File: config.mk
export PLATFORM = sky130hd
export DESIGN_NAME = adc_result_serializer
export DESIGN_NICKNAME = d
export VERILOG_FILES = /design/src/rtl/adc_sdo_pkg.sv /design/src/rtl/sdo_edge_det.sv /design/src/rtl/sdo_hold_reg.sv /design/src/rtl/sdo_shifter.sv /design/src/rtl/adc_result_serializer.sv
export SDC_FILE = /design/constraint.sdc
export NUM_CORES = 1
export LEC_CHECK = 0
export ABC_AREA = 1
export BUFFER_PORTS_ARGS = -buffer_cell sky130_fd_sc_hd__buf_2
export CAP_MARGIN = 20
export CORE_AREA = 4 4 70 72
export CTS_CLUSTER_DIAMETER = 120
export DETAILED_ROUTE_END_ITERATION = 10
export DIE_AREA = 0 0 74 76
export MAX_ROUTING_LAYER = met4
export PLACE_DENSITY = 0.8
export SLEW_MARGIN = 30
export SYNTH_ARGS = -nofsm -noshare
export SYNTH_HDL_FRONTEND = slang
export SYNTH_SLANG_ARGS = --single-unit
File: constraint.sdc
create_clock -name clk_i -period 2 [get_ports clk_i]
set_input_delay 0.2 -clock clk_i [delete_from_list [all_inputs] [get_ports clk_i]]
set_output_delay 0.2 -clock clk_i [all_outputs]
set_load 0.05 [all_outputs]
File: src/rtl/adc_sdo_pkg.sv
package adc_sdo_pkg;
  parameter int DATA_W = 16;
  parameter int TAG_W  = 3;

  typedef struct packed {
    logic fs_fall;
    logic sclk_rise;
    logic sclk_fall;
  } edges_t;
endpackage

File: src/rtl/sdo_edge_det.sv
module sdo_edge_det (
  input  logic                clk_i,
  input  logic                rst_ni,
  input  logic                fs_ni,
  input  logic                sclk_i,
  output adc_sdo_pkg::edges_t edg_o
);
  logic fs_q, sclk_q;

  always_ff @(posedge clk_i or negedge rst_ni) begin
    if (!rst_ni) begin
      fs_q   <= 1'b1;
      sclk_q <= 1'b0;
    end else begin
      fs_q   <= fs_ni;
      sclk_q <= sclk_i;
    end
  end

  assign edg_o.fs_fall   = fs_q & ~fs_ni;
  assign edg_o.sclk_rise = ~sclk_q & sclk_i;
  assign edg_o.sclk_fall = sclk_q & ~sclk_i;

  assert_fall_after_high_R6: assert property (@(posedge clk_i) disable iff (!rst_ni)
    edg_o.fs_fall |=> !fs_q);
endmodule

File: src/rtl/sdo_hold_reg.sv
module sdo_hold_reg #(
  parameter int DATA_W = adc_sdo_pkg::DATA_W,
  parameter int TAG_W  = adc_sdo_pkg::TAG_W,
  localparam int SH_W  = DATA_W + TAG_W
) (
  input  logic              clk_i,
  input  logic              rst_ni,
  input  logic              eoc_i,
  input  logic [DATA_W-1:0] result_i,
  input  logic [TAG_W-1:0]  chan_i,
  input  logic              fs_fall_i,
  input  logic              tag_en_i,
  output logic [SH_W-1:0]   load_word_o,
  output logic              first_o
);
  logic [DATA_W-1:0] hold_data_q;
  logic [TAG_W-1:0]  hold_chan_q;
  logic              first_q;

  always_ff @(posedge clk_i or negedge rst_ni) begin
    if (!rst_ni) begin
      hold_data_q <= '0;
      hold_chan_q <= '0;
      first_q     <= 1'b1;
    end else begin
      if (eoc_i) begin
        hold_data_q <= result_i;
        hold_chan_q <= chan_i;
      end
      if (fs_fall_i) first_q <= 1'b0;
    end
  end

  // Tag off: data sits low so its MSB lands at bit DATA_W-1 (shorter delay line)
  always_comb begin
    if (first_q)       load_word_o = '1;
    else if (tag_en_i) load_word_o = {hold_data_q, hold_chan_q};
    else               load_word_o = {{TAG_W{1'b0}}, hold_data_q};
  end

  assign first_o = first_q;

  assert_capture_on_eoc_R1: assert property (@(posedge clk_i) disable iff (!rst_ni)
    eoc_i |=> (hold_data_q == $past(result_i)) && (hold_chan_q == $past(chan_i)));

  assert_first_cleared_R7: assert property (@(posedge clk_i) disable iff (!rst_ni)
    fs_fall_i |=> !first_q);
endmodule

File: src/rtl/sdo_shifter.sv
module sdo_shifter #(
  parameter int DATA_W = adc_sdo_pkg::DATA_W,
  parameter int TAG_W  = adc_sdo_pkg::TAG_W,
  localparam int SH_W  = DATA_W + TAG_W
) (
  input  logic                clk_i,
  input  logic                rst_ni,
  input  adc_sdo_pkg::edges_t edg_i,
  input  logic                fs_ni,
  input  logic [SH_W-1:0]     load_word_i,
  input  logic                first_i,
  input  logic                tag_en_i,
  input  logic                chain_en_i,
  input  logic                chain_i,
  output logic                sdo_o,
  output logic                active_o
);
  logic [SH_W-1:0] shreg_q;
  logic            active_q, tag_q, chain_q, cdi_q;
  logic            load, shift_en, fill;

  assign load     = edg_i.fs_fall;
  assign shift_en = active_q & edg_i.sclk_fall & ~load;
  assign fill     = chain_q & cdi_q;

  always_ff @(posedge clk_i or negedge rst_ni) begin
    if (!rst_ni) begin
      shreg_q  <= '0;
      active_q <= 1'b0;
      tag_q    <= 1'b0;
      chain_q  <= 1'b0;
      cdi_q    <= 1'b0;
    end else if (load) begin
      shreg_q  <= load_word_i;
      active_q <= 1'b1;
      tag_q    <= tag_en_i;
      chain_q  <= chain_en_i;
      cdi_q    <= 1'b0;
    end else if (fs_ni) begin
      active_q <= 1'b0;
    end else begin
      if (active_q && edg_i.sclk_rise) cdi_q <= chain_i;
      if (shift_en) shreg_q <= {shreg_q[SH_W-2:0], fill};
    end
  end

  // Tap point sets the chain delay: SH_W with tag, DATA_W without
  assign sdo_o    = active_q & (tag_q ? shreg_q[SH_W-1] : shreg_q[DATA_W-1]);
  assign active_o = active_q;

  assert_load_word_R2: assert property (@(posedge clk_i) disable iff (!rst_ni)
    load |=> active_q && (shreg_q == $past(load_word_i)));

  assert_ones_first_frame_R7: assert property (@(posedge clk_i) disable iff (!rst_ni)
    load && first_i |=> shreg_q == '1);

  assert_close_on_fs_high_R6: assert property (@(posedge clk_i) disable iff (!rst_ni)
    fs_ni |=> !active_q);

  assert_hold_without_edge_R10: assert property (@(posedge clk_i) disable iff (!rst_ni)
    active_q && !edg_i.sclk_fall && !load |=> $stable(shreg_q));
endmodule

File: src/rtl/adc_result_serializer.sv
module adc_result_serializer #(
  parameter int DATA_W = adc_sdo_pkg::DATA_W,
  parameter int TAG_W  = adc_sdo_pkg::TAG_W,
  localparam int SH_W  = DATA_W + TAG_W
) (
  input  logic              clk_i,
  input  logic              rst_ni,
  input  logic              eoc_i,
  input  logic [DATA_W-1:0] result_i,
  input  logic [TAG_W-1:0]  chan_i,
  input  logic              tag_en_i,
  input  logic              chain_en_i,
  input  logic              fs_ni,
  input  logic              sclk_i,
  input  logic              chain_i,
  output logic              sdo_o,
  output logic              sdo_oe_o
);
  adc_sdo_pkg::edges_t edg;
  logic [SH_W-1:0]     load_word;
  logic                first;

  sdo_edge_det u_edge (
    .clk_i (clk_i),
    .rst_ni(rst_ni),
    .fs_ni (fs_ni),
    .sclk_i(sclk_i),
    .edg_o (edg)
  );

  sdo_hold_reg #(.DATA_W(DATA_W), .TAG_W(TAG_W)) u_hold (
    .clk_i      (clk_i),
    .rst_ni     (rst_ni),
    .eoc_i      (eoc_i),
    .result_i   (result_i),
    .chan_i     (chan_i),
    .fs_fall_i  (edg.fs_fall),
    .tag_en_i   (tag_en_i),
    .load_word_o(load_word),
    .first_o    (first)
  );

  sdo_shifter #(.DATA_W(DATA_W), .TAG_W(TAG_W)) u_shift (
    .clk_i      (clk_i),
    .rst_ni     (rst_ni),
    .edg_i      (edg),
    .fs_ni      (fs_ni),
    .load_word_i(load_word),
    .first_i    (first),
    .tag_en_i   (tag_en_i),
    .chain_en_i (chain_en_i),
    .chain_i    (chain_i),
    .sdo_o      (sdo_o),
    .active_o   (sdo_oe_o)
  );
endmodule

# After elaboration in Yosys (flattened, before gate mapping)
# Cells that the tools add are included.
# W data, S select, Z words.
# word_totals
out_inout_bits,2
in_bits,27
register_bits,45
elab_cells,39
# op_classes
bitwise_logic,11
mux,11
n_reduce_logical,6
n_eq_ne,1
# op_table
operator,n
$mux W19,5
$and A1 B1 Y1,7
$mux W1,6
$reduce_bool A2 Y1,3
$not A1 Y1,4
$reduce_and A2 Y1,2
$ne A2 B1 Y1 const B,1
$logic_and A1 B1 Y1,1

# Depth between registers and ports, before layout
# logic_depth
word_depth,7
ltp_mapped,8
ltp_nobuf,7

# Modules after synthesis
# A second synthesis with hierarchy kept.
# unflattened
hier_cells,319
area_unflattened_um2,2349.8
# modules_own_cells
mod,cells_each,n_inst,seq_area_each_um2,area_per_inst_um2
sdo_shifter,168,1,575.6,1188.6
sdo_hold_reg,143,1,501.7,1087.3
sdo_edge_det,8,1,51.3,73.8

# Worst setup path before layout
# Ideal clock, no wire load.
# synth_timing
path_type,reg2out
start,reg u_shift.active_q (netlist: u_shift.active_o)
end,out sdo_o
path_slack_ns,0.219
t_required_ns,1.800
stages_incl_launch_ff,3
n_path_buf,0
arrival_ns,1.581
path_cell_list,dfrtp_1 > o21ai_0 > a21oi_1
# synth_between
elab_chain_cells,1
# synth_lines
item,line_no,rtl
"start, declared",sdo_shifter.sv:19,"logic active_q, tag_q, chain_q, cdi_q;"
"start signal, assigned",sdo_shifter.sv:29,active_q <= 1'b0;
"start signal, assigned",sdo_shifter.sv:35,active_q <= 1'b1;
"start signal, assigned",sdo_shifter.sv:40,active_q <= 1'b0;
$and A1 B1 Y1,sdo_shifter.sv:48,assign sdo_o = active_q & (tag_q ? shreg_q[SH_W-1] : shreg_q[DATA_W-1]);
"end, declared",adc_result_serializer.sv:16,"output logic sdo_o,"
# Every way passes these cells.

# Final worst setup path
# layout_timing
start,reg u_shift.shreg_q[15]
end,out sdo_o
# layout_between
elab_chain_cells,2
# layout_lines
item,line_no,rtl
"start, declared",sdo_shifter.sv:18,logic [SH_W-1:0] shreg_q;
"start signal, assigned",sdo_shifter.sv:34,shreg_q <= load_word_i;
"start signal, assigned",sdo_shifter.sv:43,"if (shift_en) shreg_q <= {shreg_q[SH_W-2:0], fill};"
$mux W1,sdo_shifter.sv:48,
$and A1 B1 Y1,sdo_shifter.sv:48,
# Every way passes these cells.

==> flow_summary.ini <==
[worst_setup_path]
critical_path.startpoint_type = register
cp_data_required_time_ps = 1800
crit_fanout = 3
timing_worst_setup_path_type = reg -> out
reg2reg_to = u_shift.shreg_q[17]$_DFFE_PN0P_
rr_startpoint = u_edge.fs_q$_DFF_PN1_
worst_path_max_delay_cell = sky130_fd_sc_hd__dfrtp_1
r2r_setup_slack_ps = 680
timing.critical_path.arrival_ps = 1180
crit_path_max_incr_delay_ps = 390
startpoint = u_shift.shreg_q[15]$_DFFE_PN0P_
crit_chain = o21ai_0 -> a21oi_1 -> buf_2
setup.worst_path.end_class = output port
r2r_cells = 5
crit_path_end = sdo_o

[global_routing]
globalRoute.busiestLayer = met2
global_route_wire_length_before_repair_um = 7490
grt_start_max_net_pins = 46
global_route.usage.met2 = 0.257
grt_usage = 0.172
grt_pass1_vias = 1731
globalRoute.totalOverflow = 0
grt_use_met3 = 0.0422
antenna_violations_before_repair = 0
grtUsageMet1 = 0.229

[timing]
fin_skew_ps = 5.87
hold_viol = 0
max_clock_freq_mhz = 724
rsz_0062_raised_after_global_routing = no
final_period_minus_worst_setup_slack_ps = 1380
max_slew_margin = 0.644
final_max_slew_viol_count = 0
transition_time_of_the_tightest_slew_check_pin_ps = 535
setup_viol_count_final = 0
fin_setup_tns_ps = 0
fin_crit_sh = 0.691

[synthesis]
post_synthesis_sequential_area_ratio = 0.489
post_synth_edffs = 0
synth.cell_area_mm2 = 0.00231
dominantRegCellSynth = sky130_fd_sc_hd__dfrtp_1
postSynthNetCount = 336
syn-instance-count = 309
yosys.cell_types.count = 23
async_reset_ff_frac = 1.00
syn-mean-instance-area_um2 = 7.46
yosys_warnings = 0
yosys_register_bits = 45

[run_status]
status = complete, no violations

[placed_design]
dp_cells = 377
post_dp_cell_area_mm2 = 0.00241
hpwlAfterDp_um = 2970
place.gp.congestion = 0.775
port_buffers = 28

[cells_and_area]
diodes = 0
final_cell_mix = sky130_fd_sc_hd__nand2_1, sky130_fd_sc_hd__dfrtp_1, sky130_fd_sc_hd__inv_1, sky130_fd_sc_hd__buf_2, sky130_fd_sc_hd__o21ai_0
stdcell_count = 386
synthToLayoutAreaGrowth_pct = 8.90
layout-drive-gt1-share = 0.147
nets = 360
layout.filler_cells = 410
final_common_cell = sky130_fd_sc_hd__nand2_1
final_cell_area_mm2 = 0.00251

[die]
coreArea_mm2 = 0.00429
starting_utilization_of_the_core_area = 0.537
top_level_ports = 29
die-height_um = 76
die-area_mm2 = 0.00562
die_width_um = 74
placementRows = 24

[hold_path]
worstHoldPathType = in -> reg

[routing]
via_per_inst = 4.65
antenna_left = 0
first_iter_violations = 72
routed-via-count = 1796
wirelength_um = 4030
routed_wire_length_per_instance_um = 10.4
drt_first_pass_iters = 4
route.detailed.drc = 0

[clock_network]
clkTransAtPathRegs_ps = 70
total_clock_buffers_created_by_cts = 5
cts_num_sinks = 45
cts_max_level = 2
clock_tree.buffer_depth = 2
tritoncts = done
clkLatencyLatePin_ps = 300
postCtsSetupBuffers = 0
cts_root_buf = sky130_fd_sc_hd__clkbuf_8

[pwr]
vdd_ir_drop_max_mv = 0.554
power_density_mw_per_mm2 = 823
totalPowerFinal_mw = 2.07
total_leakage_power_nw = 1.43

[run]
cap_viol_max_count = 0
==> flip-flops by register name, summed over array words and instances, names as in the netlist <==
register            count
u_shift.shreg_q        19
u_hold.hold_data_q     16
u_hold.hold_chan_q      3
u_edge.fs_q             1
u_edge.sclk_q           1
u_hold.first_o          1
u_shift.active_o        1
u_shift.cdi_q           1
u_shift.chain_q         1
u_shift.tag_q           1
==> metrics by stage <==
stage / util / worst slack (ps) / hold WS, ps
after global placement: 0.561 / 709 / 302
after floorplan: - / 219 / -95.6
after global routing: 0.585 / 504 / 26.1
after CTS: 0.585 / 607 / 24.0
after detailed placement: 0.561 / 681 / 307
final: 0.585 / 618 / 35.5
==> layout make-up <==
class | count | area (um^2) | share of cell area
flip-flops and latches | 45 | 1130 | 0.449
clock buffers | 8 | 90.1 | 0.0359
well taps | 52 | 65.1 | 0.0259
repair buffers | 30 | 158 | 0.0628
multi-input cells | 209 | 907 | 0.361
inverters | 42 | 163 | 0.0648
==> report_power, final <==
| part | internal [mW] | switching, mW |
|---|---|---|
| Clock | 0.282 | 0.285 |
| Combinational | 0.145 | 0.249 |
| Sequential | 1.04 | 0.0653 |
==> how the worst min path moves through the flow <==
stage,startpoint,cells past startpoint,to
finish,sclk_i,1,u_edge.sclk_q$_DFF_PN0_
detailed placement,rst_ni,2,u_hold.hold_chan_q[0]$_DFFE_PN0P_
global route,sclk_i,1,u_edge.sclk_q$_DFF_PN0_
CTS,sclk_i,1,u_edge.sclk_q$_DFF_PN0_
global placement,rst_ni,2,u_hold.hold_chan_q[1]$_DFFE_PN0P_
floorplan,rst_ni,0,u_edge.sclk_q$_DFF_PN0_
==> what timing repair did <==
item | 4_1_cts | 5_1_grt
resized for setup | 0 | 0
hold endpoints to repair | 43 | 0
hold buffers | 1 | 0
==> Yosys cell counts (2+ instances only) <==
library cell              number  area, um^2
sky130_fd_sc_hd__buf_2         4        20.0
sky130_fd_sc_hd__buf_4         4        30.0
sky130_fd_sc_hd__nand2_1     152         571
sky130_fd_sc_hd__o21ai_0      22         110
sky130_fd_sc_hd__dfrtp_1      43        1080
sky130_fd_sc_hd__inv_2         2        7.51
sky130_fd_sc_hd__o21ai_2       2        17.5
sky130_fd_sc_hd__inv_1        39         146
sky130_fd_sc_hd__buf_6         3        33.8
sky130_fd_sc_hd__nand3_1      18        90.1
sky130_fd_sc_hd__nor2_1        6        22.5
sky130_fd_sc_hd__nand2_2       2        12.5
sky130_fd_sc_hd__dfstp_2       2        52.6
==> logic make-up after synthesis <==
kind of cell | synth area share
multiplexers | 0.00488
AO/OA/AOI/OAI | 0.0575
buffers and inverters | 0.117
AND/OR/NAND/NOR | 0.331
flip-flops | 0.489
==> worst max-delay path, delay by kind of cell, from the launching register on <==
kind                   cells  cell delay [ps]
buffers and inverters      1              280
flip-flops                 1              390
AO/OA/AOI/OAI              2              230
==> per-layer routing <==
metal	share of wire	vias to the layer above
met5	0	-
met4	0.018	0
met3	0.046	7
met2	0.46	33
met1	0.48	786
li1	-	970
(Power assumes the default switching activity.)
